<file path="src/rtl/cfgseq_pkg.sv">
package cfgseq_pkg;

    localparam int FIELD_W = 4;

    localparam logic [FIELD_W-1:0] RST_ALL  = 4'hF;
    localparam logic [FIELD_W-1:0] RST_NONE = 4'h0;
    localparam logic [FIELD_W-1:0] LS_CLOSED = 4'h0;
    localparam logic [FIELD_W-1:0] LS_P2L    = 4'hA;
    localparam logic [FIELD_W-1:0] LS_BOTH   = 4'hF;

    typedef enum logic [3:0] {
        ST_IDLE,
        ST_RST_ON,
        ST_LS_OFF,
        ST_LS_P2L,
        ST_WAIT_HI1,
        ST_WAIT_LO,
        ST_WAIT_HI2,
        ST_WAIT_DONE,
        ST_LS_ALL,
        ST_RST_REL,
        ST_FAIL
    } seq_state_t;

    typedef enum logic [2:0] {
        PH_NONE  = 3'd0,
        PH_RISE1 = 3'd1,
        PH_FALL  = 3'd2,
        PH_RISE2 = 3'd3,
        PH_DONE  = 3'd4
    } fail_phase_t;

endpackage

</file>
<file path="src/rtl/cfgseq_poll_timer.sv">
module cfgseq_poll_timer #(
    parameter int TICK_CYCLES   = 4000,
    parameter int TIMEOUT_TICKS = 125000
) (
    input  logic clk,
    input  logic rst_n,
    input  logic run_i,
    input  logic restart_i,
    output logic tick_o,
    output logic expire_o
);

    localparam int PW = (TICK_CYCLES > 2) ? $clog2(TICK_CYCLES) : 1;
    localparam int TW = $clog2(TIMEOUT_TICKS + 1);
    localparam logic [PW-1:0] PRE_LAST = PW'(TICK_CYCLES - 1);
    localparam logic [TW-1:0] TCNT_LAST = TW'(TIMEOUT_TICKS - 1);

    logic [PW-1:0] pre_q;
    logic [TW-1:0] tcnt_q;

    always_ff @(posedge clk or negedge rst_n) begin
        if (!rst_n) begin
            pre_q  <= '0;
            tcnt_q <= '0;
        end else if (!run_i || restart_i) begin
            pre_q  <= '0;
            tcnt_q <= '0;
        end else if (pre_q == PRE_LAST) begin
            pre_q <= '0;
            if (tcnt_q != TCNT_LAST)
                tcnt_q <= tcnt_q + 1'b1;
        end else begin
            pre_q <= pre_q + 1'b1;
        end
    end

    assign tick_o   = run_i && (pre_q == PRE_LAST);
    assign expire_o = tick_o && (tcnt_q == TCNT_LAST);

    // Ticks are TICK_CYCLES apart, so two never come back to back.
    p_tick_spacing_r4: assert property (@(posedge clk) disable iff (!rst_n)
        ((TICK_CYCLES > 1) && tick_o) |=> !tick_o);

endmodule

</file>
<file path="src/rtl/cfgseq_fsm.sv">
module cfgseq_fsm
    import cfgseq_pkg::*;
(
    input  logic               clk,
    input  logic               rst_n,
    input  logic               start_i,
    input  logic               partial_i,
    input  logic               init_i,
    input  logic               done_i,
    input  logic               tick_i,
    input  logic               expire_i,
    output logic               run_o,
    output logic               restart_o,
    output logic [FIELD_W-1:0] fab_rst_o,
    output logic [FIELD_W-1:0] lvl_en_o,
    output logic               prog_o,
    output logic               busy_o,
    output logic               cfg_done_o,
    output logic               err_o,
    output logic [2:0]         err_phase_o
);

    seq_state_t state_q, state_n;
    logic       partial_q;
    logic       accept;

    assign accept = start_i && (state_q == ST_IDLE || state_q == ST_FAIL);

    always_comb begin
        state_n = state_q;
        unique case (state_q)
            ST_IDLE, ST_FAIL: begin
                if (start_i)
                    state_n = partial_i ? ST_WAIT_DONE : ST_RST_ON;
            end
            ST_RST_ON: state_n = ST_LS_OFF;
            ST_LS_OFF: state_n = ST_LS_P2L;
            ST_LS_P2L: state_n = ST_WAIT_HI1;
            ST_WAIT_HI1: begin
                if (tick_i && init_i)  state_n = ST_WAIT_LO;
                else if (expire_i)     state_n = ST_FAIL;
            end
            ST_WAIT_LO: begin
                if (tick_i && !init_i) state_n = ST_WAIT_HI2;
                else if (expire_i)     state_n = ST_FAIL;
            end
            ST_WAIT_HI2: begin
                if (tick_i && init_i)  state_n = ST_WAIT_DONE;
                else if (expire_i)     state_n = ST_FAIL;
            end
            ST_WAIT_DONE: begin
                if (tick_i && done_i)  state_n = partial_q ? ST_IDLE : ST_LS_ALL;
                else if (expire_i)     state_n = ST_FAIL;
            end
            ST_LS_ALL:  state_n = ST_RST_REL;
            ST_RST_REL: state_n = ST_IDLE;
            default:    state_n = ST_IDLE;
        endcase
    end

    assign run_o = (state_q == ST_WAIT_HI1) || (state_q == ST_WAIT_LO) ||
                   (state_q == ST_WAIT_HI2) || (state_q == ST_WAIT_DONE);
    assign restart_o = (state_n != state_q);
    assign busy_o = (state_q != ST_IDLE) && (state_q != ST_FAIL);

    // State register
    always_ff @(posedge clk or negedge rst_n) begin
        if (!rst_n) begin
            state_q   <= ST_IDLE;
            partial_q <= 1'b0;
        end else begin
            state_q <= state_n;
            if (accept)
                partial_q <= partial_i;
        end
    end

    // Output registers, updated on entry to a state
    always_ff @(posedge clk or negedge rst_n) begin
        if (!rst_n) begin
            fab_rst_o   <= RST_NONE;
            lvl_en_o    <= LS_CLOSED;
            prog_o      <= 1'b1;
            cfg_done_o  <= 1'b0;
            err_o       <= 1'b0;
            err_phase_o <= PH_NONE;
        end else begin
            if (accept) begin
                cfg_done_o  <= 1'b0;
                err_o       <= 1'b0;
                err_phase_o <= PH_NONE;
            end
            if (state_n != state_q) begin
                unique case (state_n)
                    ST_RST_ON:   fab_rst_o <= RST_ALL;
                    ST_LS_OFF:   lvl_en_o  <= LS_CLOSED;
                    ST_LS_P2L:   lvl_en_o  <= LS_P2L;
                    ST_WAIT_HI1: prog_o    <= 1'b1;
                    ST_WAIT_LO:  prog_o    <= 1'b0;
                    ST_WAIT_HI2: prog_o    <= 1'b1;
                    ST_LS_ALL:   lvl_en_o  <= LS_BOTH;
                    ST_RST_REL:  fab_rst_o <= RST_NONE;
                    ST_IDLE:     cfg_done_o <= 1'b1;
                    ST_FAIL: begin
                        err_o <= 1'b1;
                        unique case (state_q)
                            ST_WAIT_HI1: err_phase_o <= PH_RISE1;
                            ST_WAIT_LO:  err_phase_o <= PH_FALL;
                            ST_WAIT_HI2: err_phase_o <= PH_RISE2;
                            default:     err_phase_o <= PH_DONE;
                        endcase
                    end
                    default: ;
                endcase
            end
        end
    end

    // the program pulse goes low only under full fabric reset
    p_prog_under_reset_r11: assert property (@(posedge clk) disable iff (!rst_n)
        !prog_o |-> (fab_rst_o == RST_ALL));

    // resets are released only once both shifter directions are open
    p_release_after_ls_r6: assert property (@(posedge clk) disable iff (!rst_n)
        (fab_rst_o == RST_NONE && $past(fab_rst_o) == RST_ALL) |-> (lvl_en_o == LS_BOTH));

    // the shifter field only takes the three defined codes
    p_lvl_legal_r2: assert property (@(posedge clk) disable iff (!rst_n)
        (lvl_en_o == LS_CLOSED) || (lvl_en_o == LS_P2L) || (lvl_en_o == LS_BOTH));

    // a failed sequence is never reported as busy
    p_busy_not_err_r8: assert property (@(posedge clk) disable iff (!rst_n)
        !(busy_o && err_o));

    // the error flag persists until a start arrives
    p_err_sticky_r10: assert property (@(posedge clk) disable iff (!rst_n)
        (err_o && !start_i) |=> err_o);

    // a partial run leaves the fields alone
    p_partial_fields_r7: assert property (@(posedge clk) disable iff (!rst_n)
        (busy_o && partial_q) |-> ($stable(fab_rst_o) && $stable(lvl_en_o) && $stable(prog_o)));

    // completion is only raised as the sequencer goes idle
    p_done_idle_r6: assert property (@(posedge clk) disable iff (!rst_n)
        $rose(cfg_done_o) |-> !busy_o);

endmodule

</file>
<file path="src/rtl/cfg_reset_sequencer.sv">
module cfg_reset_sequencer #(
    parameter int TICK_CYCLES   = 4000,
    parameter int TIMEOUT_TICKS = 125000
) (
    input  logic       clk,
    input  logic       rst_n,
    input  logic       start_i,
    input  logic       partial_i,
    input  logic       init_i,
    input  logic       done_i,
    output logic [3:0] fab_rst_o,
    output logic [3:0] lvl_en_o,
    output logic       prog_o,
    output logic       busy_o,
    output logic       cfg_done_o,
    output logic       err_o,
    output logic [2:0] err_phase_o
);

    logic tick, expire, run, restart;

    cfgseq_poll_timer #(
        .TICK_CYCLES  (TICK_CYCLES),
        .TIMEOUT_TICKS(TIMEOUT_TICKS)
    ) u_timer (
        .clk      (clk),
        .rst_n    (rst_n),
        .run_i    (run),
        .restart_i(restart),
        .tick_o   (tick),
        .expire_o (expire)
    );

    cfgseq_fsm u_fsm (
        .clk        (clk),
        .rst_n      (rst_n),
        .start_i    (start_i),
        .partial_i  (partial_i),
        .init_i     (init_i),
        .done_i     (done_i),
        .tick_i     (tick),
        .expire_i   (expire),
        .run_o      (run),
        .restart_o  (restart),
        .fab_rst_o  (fab_rst_o),
        .lvl_en_o   (lvl_en_o),
        .prog_o     (prog_o),
        .busy_o     (busy_o),
        .cfg_done_o (cfg_done_o),
        .err_o      (err_o),
        .err_phase_o(err_phase_o)
    );

endmodule

</file>
<file path="config.mk">
export PLATFORM = sky130hd
export DESIGN_NAME = cfg_reset_sequencer
export DESIGN_NICKNAME = d
export VERILOG_FILES = /design/src/rtl/cfgseq_pkg.sv /design/src/rtl/cfgseq_poll_timer.sv /design/src/rtl/cfgseq_fsm.sv /design/src/rtl/cfg_reset_sequencer.sv
export SDC_FILE = /design/constraint.sdc
export NUM_CORES = 1
export LEC_CHECK = 0
export CAP_MARGIN = 20
export CORE_MARGIN = 5
export CORE_UTILIZATION = 40
export DETAILED_ROUTE_END_ITERATION = 16
export PLACE_DENSITY_LB_ADDON = 0.2
export SLEW_MARGIN = 10
export SYNTH_ARGS = -nofsm -noshare
export SYNTH_HDL_FRONTEND = slang
export SYNTH_HIERARCHICAL = 1
export SYNTH_SLANG_ARGS = --single-unit
</file>
<file path="constraint.sdc">
create_clock -name clk -period 4.35 [get_ports clk]
set_input_delay 0.87 -clock clk [delete_from_list [all_inputs] [get_ports clk]]
set_output_delay 0.87 -clock clk [all_outputs]
set_load 0.02 [all_outputs]
</file>
==> flow_summary.yaml <==
critical_path:
  rr_worst_depth: 11
  critPathCaptureType: "register"
  path_class: "reg2reg"
  cp_max_fo: 15
  crit_path_start_kind: "register"
  arrival_ns: 3.68
  cp.required_ns: 4.53
sta:
  worst_slack_ns: 0.850
  fin_tns_setup_ns: 0
  slew_headroom: 0.569
  setup_violations: 0
  hold_ws_ns: 0.483
  maxSlewViolCount: 0
  worst_slew_pin_slew_ns: 0.641
  finClkSkew_ns: 0.00769
  fmax_mhz: 286
  rsz0062_at_grt: "no"
  layout_min_cycle_time_ns: 3.50
  hold_viol: 0
  period_share: 0.805
routing:
  drc: 0
  wl_mm: 5.51
  vias: 2057
  antenna_left: 0
  viasPerCell: 5.76
  drt_first_pass_iters: 4
  drt_iter0_markers: 94
  wire_per_inst_um: 15.4
layout:
  drive_gt1_frac: 0.128
  final_cell_count_no_fill: 357
  final_area_sq_um: 2820
  seqCellArea_sq_um: 1080
  nets: 289
  fillCellCount: 580
  n_antenna_cell: 0
  multi_input_area_sq_um: 1290
  syn_to_final_growth_pct: 12.2
logic_synthesis:
  syn_inst: 266
  ys_seq_area_frac: 0.429
  synth.avg_cell_area_sq_um: 9.44
  synth_ff_type: "dfrtp_1"
  yosysTopAreaCell: "dfrtp_1"
  synth_top_cell_area_share: 0.419
  async_flop_share: 1.00
  netlist_top_cells_area: "dfrtp_1, nand2_1, mux2i_1, nor2_1, or2_2"
  ys_ff_latch: 43
  ys_types: 58
  synth_edf_count: 0
  syn-cell-area_sq_um: 2510
  syn_nets: 274
  yosys_warnings: 6
clocking:
  cts.sinks: 43
  cts.repair.resized: 0
  clock_latency_ns: 0.29
  cts_hold_buf: 0
  cts_setup_buffers: 0
  cts_buffers: 5
  cts_max_level: 2
  clk_pin_slew_ns: 0.08
  cts-root-buf: "clkbuf_8"
  cts_tree: "done"
  clockBufferDepth: 2
placed_design:
  portBuffers: 20
  hpwl_mm: 3.77
  place.gp.congestion: 0.925
  place_area_sq_um: 2710
  place_inst: 348
  place_ws_ns: 0.897
hold_path:
  hp-class: "reg2reg"
  whs_path_depth: 1
global_routing:
  grt_pass1_vias: 1993
  antenna_found_initial: 0
  grt_use_total: 0.154
  grt_max_degree: 44
  grt_pass1_wl_mm: 9.63
  overflow: 0
run_status:
  status: "completed"
floorplan:
  core_area_sq_um: 6030
  die_area_sq_um: 7960
  io_pins: 21
  die_w_um: 89.2
  start_util: 0.417
  fp-row-count: 28
  die_y_um: 89.2
power_and_ir_drop:
  irDropWorstVdd_uv: 226
  power_density_nw_per_um2: 506
  leakagePower_nw: 1.16
job:
  maxCapViolCount: 0
state kept, by name (all words and copies together) (netlist names):
name	count
u_timer/tcnt_q	17
u_timer/pre_q	12
u_fsm/state_q	4
u_fsm/err_phase_o	3
u_fsm/lvl_en_o	2
u_fsm/cfg_done_o	1
u_fsm/err_o	1
u_fsm/fab_rst_o	1
u_fsm/partial_q	1
u_fsm/prog_o	1
Yosys cell counts (3+ instances only):
master     n
dfrtp_1   42
nand2_1   35
nor2_1    20
a21oi_1   12
or2_2     11
nor4_1    10
mux2i_1    9
or4_1      8
inv_1      7
nand4_1    7
xnor2_1    7
buf_4      6
a31oi_1    5
nor3_1     5
xor2_1     5
a21o_1     4
and3_1     4
clkbuf_1   4
nand3_1    4
o21ai_0    4
o31ai_1    4
a211oi_1   3
buf_6      3
nand2b_1   3
cell families after synthesis:
logic type,synth area share
simple gates,0.274
xor+xnor,0.0419
flops,0.429
compound gates,0.155
mux,0.0359
buf+inv,0.0548
fa+ha+maj,0.00997
routing by layer:
layer  vias up  global-route usage  routed length, um
li1        994                   -                  -
met4         0              0.0704                106
met2        37               0.241               2550
met1      1015               0.208               2640
met3        11              0.0276                216
met5         -                   0                  0
worst max-delay path, stage by stage (launching register included):
cell      delay (ns)
dfrtp_1         0.39
ha_1            0.22
nand3_1         0.15
or4_1           0.55
nor2_1          0.31
and2_1          0.21
nor3_1          0.07
a211oi_1        0.29
o21ai_2         0.13
nand2b_1        0.41
or2_2           0.39
o41ai_1         0.26
worst paths after layout:
check                            startpoint                 to  slack (ns)
max                        u_timer/pre_q[0]  u_timer/tcnt_q[5]        0.85
min                        u_timer/pre_q[0]   u_timer/pre_q[0]        0.48
max reg2reg                u_timer/pre_q[0]  u_timer/tcnt_q[5]        0.85
min reg2reg                u_timer/pre_q[0]   u_timer/pre_q[0]        0.48
max in group asynchronous             rst_n       u_fsm/prog_o        3.31
min in group asynchronous             rst_n  u_timer/tcnt_q[8]        0.49
cell usage in the layout (no fill, tap or decap), types with 4 or more instances in the layout:
cell,instances
mux2i_1,9
nor4_1,10
xnor2_1,7
clkdlybuf4s50_1,19
nand2_1,35
and3_1,4
nand3_1,4
a31oi_1,5
nor3_1,5
dfrtp_1,42
a21o_1,4
xor2_1,5
or4_1,8
o21ai_0,4
clkbuf_8,5
or2_2,11
nand4_1,7
a21oi_1,12
nor2_1,20
inv_1,7
o31ai_1,4
final cells by class:
cell class	count	share of cell area
Multi-Input combinational cell	199	0.460
Sequential cell	43	0.383
Timing Repair Buffer	24	0.0844
Tap cell	75	0.0333
Clock buffer	7	0.0271
Inverter	8	0.0107
Clock inverter	1	0.00178
power by group:
part / internal [mW] / total [mW] / switching, mW
sequential: 0.451 / 0.525 / 0.0743
combinational: 0.281 / 0.653 / 0.372
clock: 0.113 / 0.246 / 0.133
per-stage QoR:
step / total power, mW / util
2_1_floorplan: 1.00 / -
3_3_place_gp: 1.19 / 0.450
3_5_place_dp: 1.19 / 0.450
4_1_cts: 1.44 / 0.464
5_1_grt: 1.54 / 0.467
6_report: 1.42 / 0.467
No activity file was read; power rests on OpenSTA's default activity.
